`config.mk`:
```
export PLATFORM = sky130hd
export DESIGN_NAME = irq_status_mask_ctrl
export DESIGN_NICKNAME = d
export VERILOG_FILES = /design/src/rtl/irqc_pkg.sv /design/src/rtl/irqc_decode.sv /design/src/rtl/irqc_regs.sv /design/src/rtl/irqc_line.sv /design/src/rtl/irq_status_mask_ctrl.sv
export SDC_FILE = /design/constraint.sdc
export NUM_CORES = 1
export LEC_CHECK = 0
export ABC_AREA = 1
export BUFFER_PORTS_ARGS = -buffer_cell sky130_fd_sc_hd__clkbuf_2
export CORE_MARGIN = 3
export CORE_UTILIZATION = 35
export CTS_BUF_LIST = sky130_fd_sc_hd__clkbuf_2
export DETAILED_ROUTE_END_ITERATION = 16
export HOLD_SLACK_MARGIN = 0.08
export MAX_ROUTING_LAYER = met4
export PLACE_DENSITY_LB_ADDON = 0.08
export SLEW_MARGIN = 20
export SYNTH_ARGS = -nofsm -noshare
export SYNTH_HDL_FRONTEND = slang
export SYNTH_SLANG_ARGS = --single-unit
export TNS_END_PERCENT = 100
```
`constraint.sdc`:
```
create_clock -name clk -period 1.7 [get_ports clk]
set_clock_uncertainty 0.05 [all_clocks]
set_input_delay 0.085 -clock clk [delete_from_list [all_inputs] [get_ports clk]]
set_output_delay 0.085 -clock clk [all_outputs]
set_load 0.005 [all_outputs]
```
`src/rtl/irqc_pkg.sv`:
```
package irqc_pkg;
   localparam int unsigned BUS_W  = 32;
   localparam int unsigned LANE_W = 16;
   localparam int unsigned LANES  = BUS_W / LANE_W;

   typedef struct packed {
      logic             stat_wr;
      logic             mask_wr;
      logic [LANES-1:0] lanes;
   } irqc_wr_t;
endpackage

```
`src/rtl/irqc_decode.sv`:
```
module irqc_decode
   import irqc_pkg::*;
#(
   parameter int unsigned    ADDR_W   = 12,
   parameter logic [ADDR_W-1:0] STAT_OFS = 12'h070,
   parameter logic [ADDR_W-1:0] MASK_OFS = 12'h074
) (
   input  logic              sel,
   input  logic              wr,
   input  logic              half,
   input  logic [ADDR_W-1:0] addr,
   output irqc_wr_t          wdec,
   output logic              rd_stat,
   output logic              rd_mask
);
   if (STAT_OFS == MASK_OFS) begin : g_bad_ofs
      $error("status and mask offsets must differ");
   end
   if (STAT_OFS[1:0] != 2'b00 || MASK_OFS[1:0] != 2'b00) begin : g_bad_align
      $error("register offsets must be word aligned");
   end

   logic hit_stat, hit_mask;
   assign hit_stat = sel && (addr == STAT_OFS);
   assign hit_mask = sel && (addr == MASK_OFS);

   always_comb begin
      wdec.stat_wr = hit_stat && wr;
      wdec.mask_wr = hit_mask && wr;
      wdec.lanes   = half ? LANES'(1) : '1;
   end

   assign rd_stat = hit_stat && !wr;
   assign rd_mask = hit_mask && !wr;
endmodule

```
`src/rtl/irqc_regs.sv`:
```
module irqc_regs
   import irqc_pkg::*;
#(
   parameter int unsigned NUM_SRC = 20,
   parameter int unsigned DMA_BIT = 3
) (
   input  logic               clk,
   input  logic               rst_n,
   input  logic [NUM_SRC-1:0] set_vec,
   input  irqc_wr_t           wdec,
   input  logic [NUM_SRC-1:0] wd,
   output logic [NUM_SRC-1:0] status,
   output logic [NUM_SRC-1:0] mask
);
   for (genvar i = 0; i < NUM_SRC; i++) begin : g_bit
      localparam int unsigned LN = i / LANE_W;
      logic lane_hit;
      logic keep;
      assign lane_hit = wdec.lanes[LN];
      assign keep     = !(wdec.stat_wr && lane_hit) || (mask[i] && wd[i]);

      always_ff @(posedge clk) begin
         if (!rst_n) begin
            status[i] <= 1'b0;
            mask[i]   <= 1'b0;
         end else begin
            status[i] <= (status[i] && keep) || set_vec[i];
            if (wdec.mask_wr && lane_hit) mask[i] <= wd[i];
         end
      end
   end

   a_r5_ack_word: assert property (@(posedge clk) disable iff (!rst_n)
      (wdec.stat_wr && (&wdec.lanes) && set_vec == '0)
      |=> status == ($past(status) & $past(mask) & $past(wd)));

   a_r7_pulse_wins: assert property (@(posedge clk) disable iff (!rst_n)
      (set_vec != '0) |=> ((status & $past(set_vec)) == $past(set_vec)));

   a_r4_mask_word: assert property (@(posedge clk) disable iff (!rst_n)
      (wdec.mask_wr && (&wdec.lanes)) |=> mask == $past(wd));

   a_r2_hold: assert property (@(posedge clk) disable iff (!rst_n)
      (!wdec.stat_wr && set_vec == '0) |=> $stable(status));

   a_r3_dma_bit: assert property (@(posedge clk) disable iff (!rst_n)
      set_vec[DMA_BIT] |=> status[DMA_BIT]);

   if (NUM_SRC > LANE_W) begin : g_upper_chk
      a_r8_half_keeps_upper: assert property (@(posedge clk) disable iff (!rst_n)
         (wdec.mask_wr && !wdec.lanes[1])
         |=> mask[NUM_SRC-1:LANE_W] == $past(mask[NUM_SRC-1:LANE_W]));
   end
endmodule

```
`src/rtl/irqc_line.sv`:
```
module irqc_line #(
   parameter int unsigned NUM_SRC = 20,
   parameter bit          REG_OUT = 1'b1
) (
   input  logic               clk,
   input  logic               rst_n,
   input  logic [NUM_SRC-1:0] status,
   input  logic [NUM_SRC-1:0] mask,
   output logic               irq
);
   logic any_live;
   assign any_live = |(status & mask);

   if (REG_OUT) begin : g_reg
      always_ff @(posedge clk) begin
         if (!rst_n) irq <= 1'b0;
         else        irq <= any_live;
      end

      a_r9_irq_rise: assert property (@(posedge clk) disable iff (!rst_n)
         any_live |=> irq);
      a_r9_irq_fall: assert property (@(posedge clk) disable iff (!rst_n)
         !any_live |=> !irq);
   end else begin : g_comb
      assign irq = any_live;
   end
endmodule

```
`src/rtl/irq_status_mask_ctrl.sv`:
```
module irq_status_mask_ctrl
   import irqc_pkg::*;
#(
   parameter int unsigned NUM_SRC  = 20,
   parameter int unsigned DMA_BIT  = 3,
   parameter int unsigned ADDR_W   = 12,
   parameter logic [ADDR_W-1:0] STAT_OFS = 12'h070,
   parameter logic [ADDR_W-1:0] MASK_OFS = 12'h074,
   parameter bit          REG_OUT  = 1'b1
) (
   input  logic               clk,
   input  logic               rst_n,
   input  logic [NUM_SRC-1:0] src_pulse,
   input  logic               dma_irq,
   input  logic               bus_sel,
   input  logic               bus_wr,
   input  logic               bus_half,
   input  logic [ADDR_W-1:0]  bus_addr,
   input  logic [BUS_W-1:0]   bus_wdata,
   output logic [BUS_W-1:0]   bus_rdata,
   output logic               cpu_irq
);
   if (NUM_SRC < 1 || NUM_SRC > BUS_W) begin : g_bad_n
      $error("NUM_SRC must lie in 1..32");
   end
   if (DMA_BIT >= NUM_SRC) begin : g_bad_dma
      $error("DMA_BIT must address an implemented bit");
   end

   irqc_wr_t           wdec;
   logic               rd_stat, rd_mask;
   logic [NUM_SRC-1:0] status, mask, set_vec;

   assign set_vec = src_pulse | (NUM_SRC'(dma_irq) << DMA_BIT);

   irqc_decode #(.ADDR_W(ADDR_W), .STAT_OFS(STAT_OFS), .MASK_OFS(MASK_OFS)) u_dec (
      .sel(bus_sel), .wr(bus_wr), .half(bus_half), .addr(bus_addr),
      .wdec(wdec), .rd_stat(rd_stat), .rd_mask(rd_mask));

   irqc_regs #(.NUM_SRC(NUM_SRC), .DMA_BIT(DMA_BIT)) u_regs (
      .clk(clk), .rst_n(rst_n), .set_vec(set_vec), .wdec(wdec),
      .wd(bus_wdata[NUM_SRC-1:0]), .status(status), .mask(mask));

   irqc_line #(.NUM_SRC(NUM_SRC), .REG_OUT(REG_OUT)) u_line (
      .clk(clk), .rst_n(rst_n), .status(status), .mask(mask), .irq(cpu_irq));

   always_comb begin
      bus_rdata = '0;
      if (rd_stat)      bus_rdata[NUM_SRC-1:0] = status;
      else if (rd_mask) bus_rdata[NUM_SRC-1:0] = mask;
      if (bus_half)     bus_rdata[BUS_W-1:LANE_W] = '0;
   end

   a_r10_idle_read_zero: assert property (@(posedge clk) disable iff (!rst_n)
      !(rd_stat || rd_mask) |-> bus_rdata == '0);
endmodule

```
==> reports/results.tsv <==
stage	metric	value	unit
global_routing	GRT Total Usage	0.1872	
routing	DR WL/cell	11.48	um
place	setup slack at placement	0.3096	ns
place	hpwl dp	4641	um
sta	Hold Worst Slack	0.2109	ns
global_routing	vias in the first global route	2604	
critical_path	R2R Setup Slk	0.18	ns
sta	worst setup margin	0.1808	ns
global_routing	antenna violations before repair	0	
clocking	CTS buffer count	5	
place	IO Port Bufs	78	
sta	Max Clk Rate	0.6582	GHz
critical_path	crit-path max FO	4	
sta	Final setup viols	0	
logic_synthesis	Ys Warns	0	
critical_path	crit start category	flop	
sta	Max Transition Viols Final	0	
min_path	HP Class	primary input to flop	
logic_synthesis	cell count after synthesis	364	
clocking	clock slew at reported path FFs	0.23	ns
cells_and_area	Multi-input gate area	1241	um^2
logic_synthesis	register bit total from synthesis	41	
cells_and_area	commonest non-fill, non-tap cell in the layout	nand2_1	
critical_path	worst path cell trace	a31o_2, a21oi_1, nor2_1, dlygate4sd3_1	
die	initial cell density of the core	0.3701	
critical_path	slowest stage cell, crit path	dlygate4sd3_1	
place	Post-Place Cell Area	2811	um^2
routing	Post-DRT Antenna Nets	0	
cells_and_area	antenna cells	0	
die	core area	6495	um^2
logic_synthesis	synthesized area	2404	um^2
logic_synthesis	post-synth cell types	24	
sta	Fin Setup TNS	0	ns
logic_synthesis	Seq/Total Area, Yosys	0.3415	
critical_path	R2R Path End	u_regs.status[1]	
routing	DRC	0	
routing	Vias	2696	
pwr	Power per Cell Area	493.6	nW/um^2
global_routing	global-route wire length before repair	11340	um
cells_and_area	layout cells sized above 1	0.2378	
place	Final GP Congestion	0.7555	
sta	Tmin final	1.519	ns
sta	period utilization	0.8937	
global_routing	GR Util met3	0.02607	
logic_synthesis	Mapped Avg Cell Area	6.603	um^2
sta	Fin. Hold Viols	0	
global_routing	gr busiest metal	met2	
routing	Initial DRC Count	122	
pwr	Worst VDD drop	0.0002361	V
cells_and_area	Total Nets Final	582	
pwr	leakage power	1.893	nW
critical_path	critical path type	flop to flop	
cells_and_area	register area	820.8	um^2
min_path	worst hold start	bus_wr	
critical_path	CP endpoint kind	flop	
cells_and_area	Filler Cells Inserted	653	
clocking	post-cts sizing count	0	
routing	Vias/cell	4.569	
die	Horiz. Die Dim	88.87	um
cells_and_area	area grow syn2layout	47.89	%
flow_run	Max Cap Violations	0	
cells_and_area	commonest cells after routing, fill and taps aside	nand2_1, clkbuf_2, nor2_1	
global_routing	grt ovf	0	
status	outcome	finished, final reports clean	
cells_and_area	Layout Cells excl Fill	590	
die	die span in y	88.87	um
min_path	worst hold path stage count	4	
place	Placed Cells	512	
die	number of primary I/O pins	103	
global_routing	largest net degree at the start of global routing	33	
global_routing	grt met1 use	0.2300	
critical_path	reg2reg path depth	4	
die	Rows	29	
cells_and_area	Design Area, Final	3555	um^2
routing	DR pass1 iterations	4	
clocking	CTS tree	done	
die	die area	7898	um^2
clocking	Clk Latency, worst-skew pair	0.40	ns
routing	detailed-route wire length	6772	um
clocking	clk buf depth	2	
critical_path	RR Startpoint	u_regs.status[1]	
critical_path	Crit path required time	1.97	ns
global_routing	met2 usage	0.3198	
clocking	H-tree depth	2	
min_path	Worst Hold Endpoint	u_regs.status[18]	
critical_path	Worst EP arrival	1.79	ns
critical_path	CP max stage delay	0.58	ns
clocking	clock tree sinks	41	
clocking	clk root buf	clkbuf_2	
sta	unrepaired setup endpoints after global routing	false	
cell families (layout without fill, tap and decap cells):
family / count (synthesis) / count (layout) / synth area share
AOI/OAI and AO/OA: 60 / 60 / 0.1624
other: 1 / 12 / 0.001560
DFF: 41 / 41 / 0.3415
and+or+nand+nor: 182 / 182 / 0.3352
buffers and inverters: 80 / 218 / 0.1593
worst max path at each step:
stage | end | from | cells past startpoint | slack, ns
2_1_floorplan | bus_rdata[16] | bus_addr[1] | 7 | 0.60
3_3_place_gp | bus_rdata[12] | bus_addr[1] | 7 | 0.30
3_5_place_dp | bus_rdata[17] | bus_addr[11] | 10 | 0.31
4_1_cts | u_regs.status[4] | u_regs.status[4] | 4 | 0.22
5_1_grt | u_regs.mask[5] | bus_addr[11] | 9 | 0.05
6_report | u_regs.status[1] | u_regs.status[1] | 4 | 0.18
sequential cells by signal (all words and copies together), names as in the netlist:
register	count
u_regs.mask	20
u_regs.status	20
u_line.irq	1
what timing repair did:
action	4_1_cts	5_1_grt
buffers inserted	0	0
hold buffers	70	0
hold endpoints to repair	41	0
routing by layer:
metal,part of all wire,wire length [um]
met3,0.039,263
met1,0.47,3178
met2,0.48,3274
met4,0.0084,57
met5,0,0
synthesized netlist by cell type (all sizes together):
master   n  area, um^2
conb     1       3.750
clkbuf   6       22.52
buf     20       157.6
dfxtp   41       820.8
o22ai   16       100.1
o21ai    5       25.02
a31o    18       157.7
a21oi   20       100.1
or2      1       8.760
nand2   86       327.8
inv     54       202.7
nand3    6       65.06
nand3b   1       7.510
nor2    83       360.4
nand4    4       31.28
a21o     1       7.510
nor3     1       5.000
critical path, delay by kind of cell (launching register included):
family                 cells  cell delay (ns)
AO/OA/AOI/OAI              2             0.37
buffers and inverters      1             0.58
flip-flops                 1             0.39
AND/OR/NAND/NOR            1             0.06
per-stage QoR:
| step | power [mW] | utilization |
|---|---|---|
| global placement | 1.244 | 0.4329 |
| floorplan | 1.164 | - |
| CTS | 1.785 | 0.5473 |
| detailed placement | 1.246 | 0.4329 |
| finish | 1.755 | 0.5473 |
| global route | 1.849 | 0.5473 |
power breakdown:
group	switching [mW]	total [mW]	internal, mW
registers	0.0301	1.03	0.998
logic	0.119	0.295	0.175
clock network	0.334	0.432	0.0977
area by class of cell:
type / instances / area share
clock buffers: 5 / 0.007040
clock inverters: 3 / 0.004928
inverters: 54 / 0.05702
multi-input cells: 254 / 0.3492
flip-flops and latches: 41 / 0.2309
well taps: 77 / 0.02710
repair buffers: 156 / 0.3238
Power figures use the tool's default switching activity.
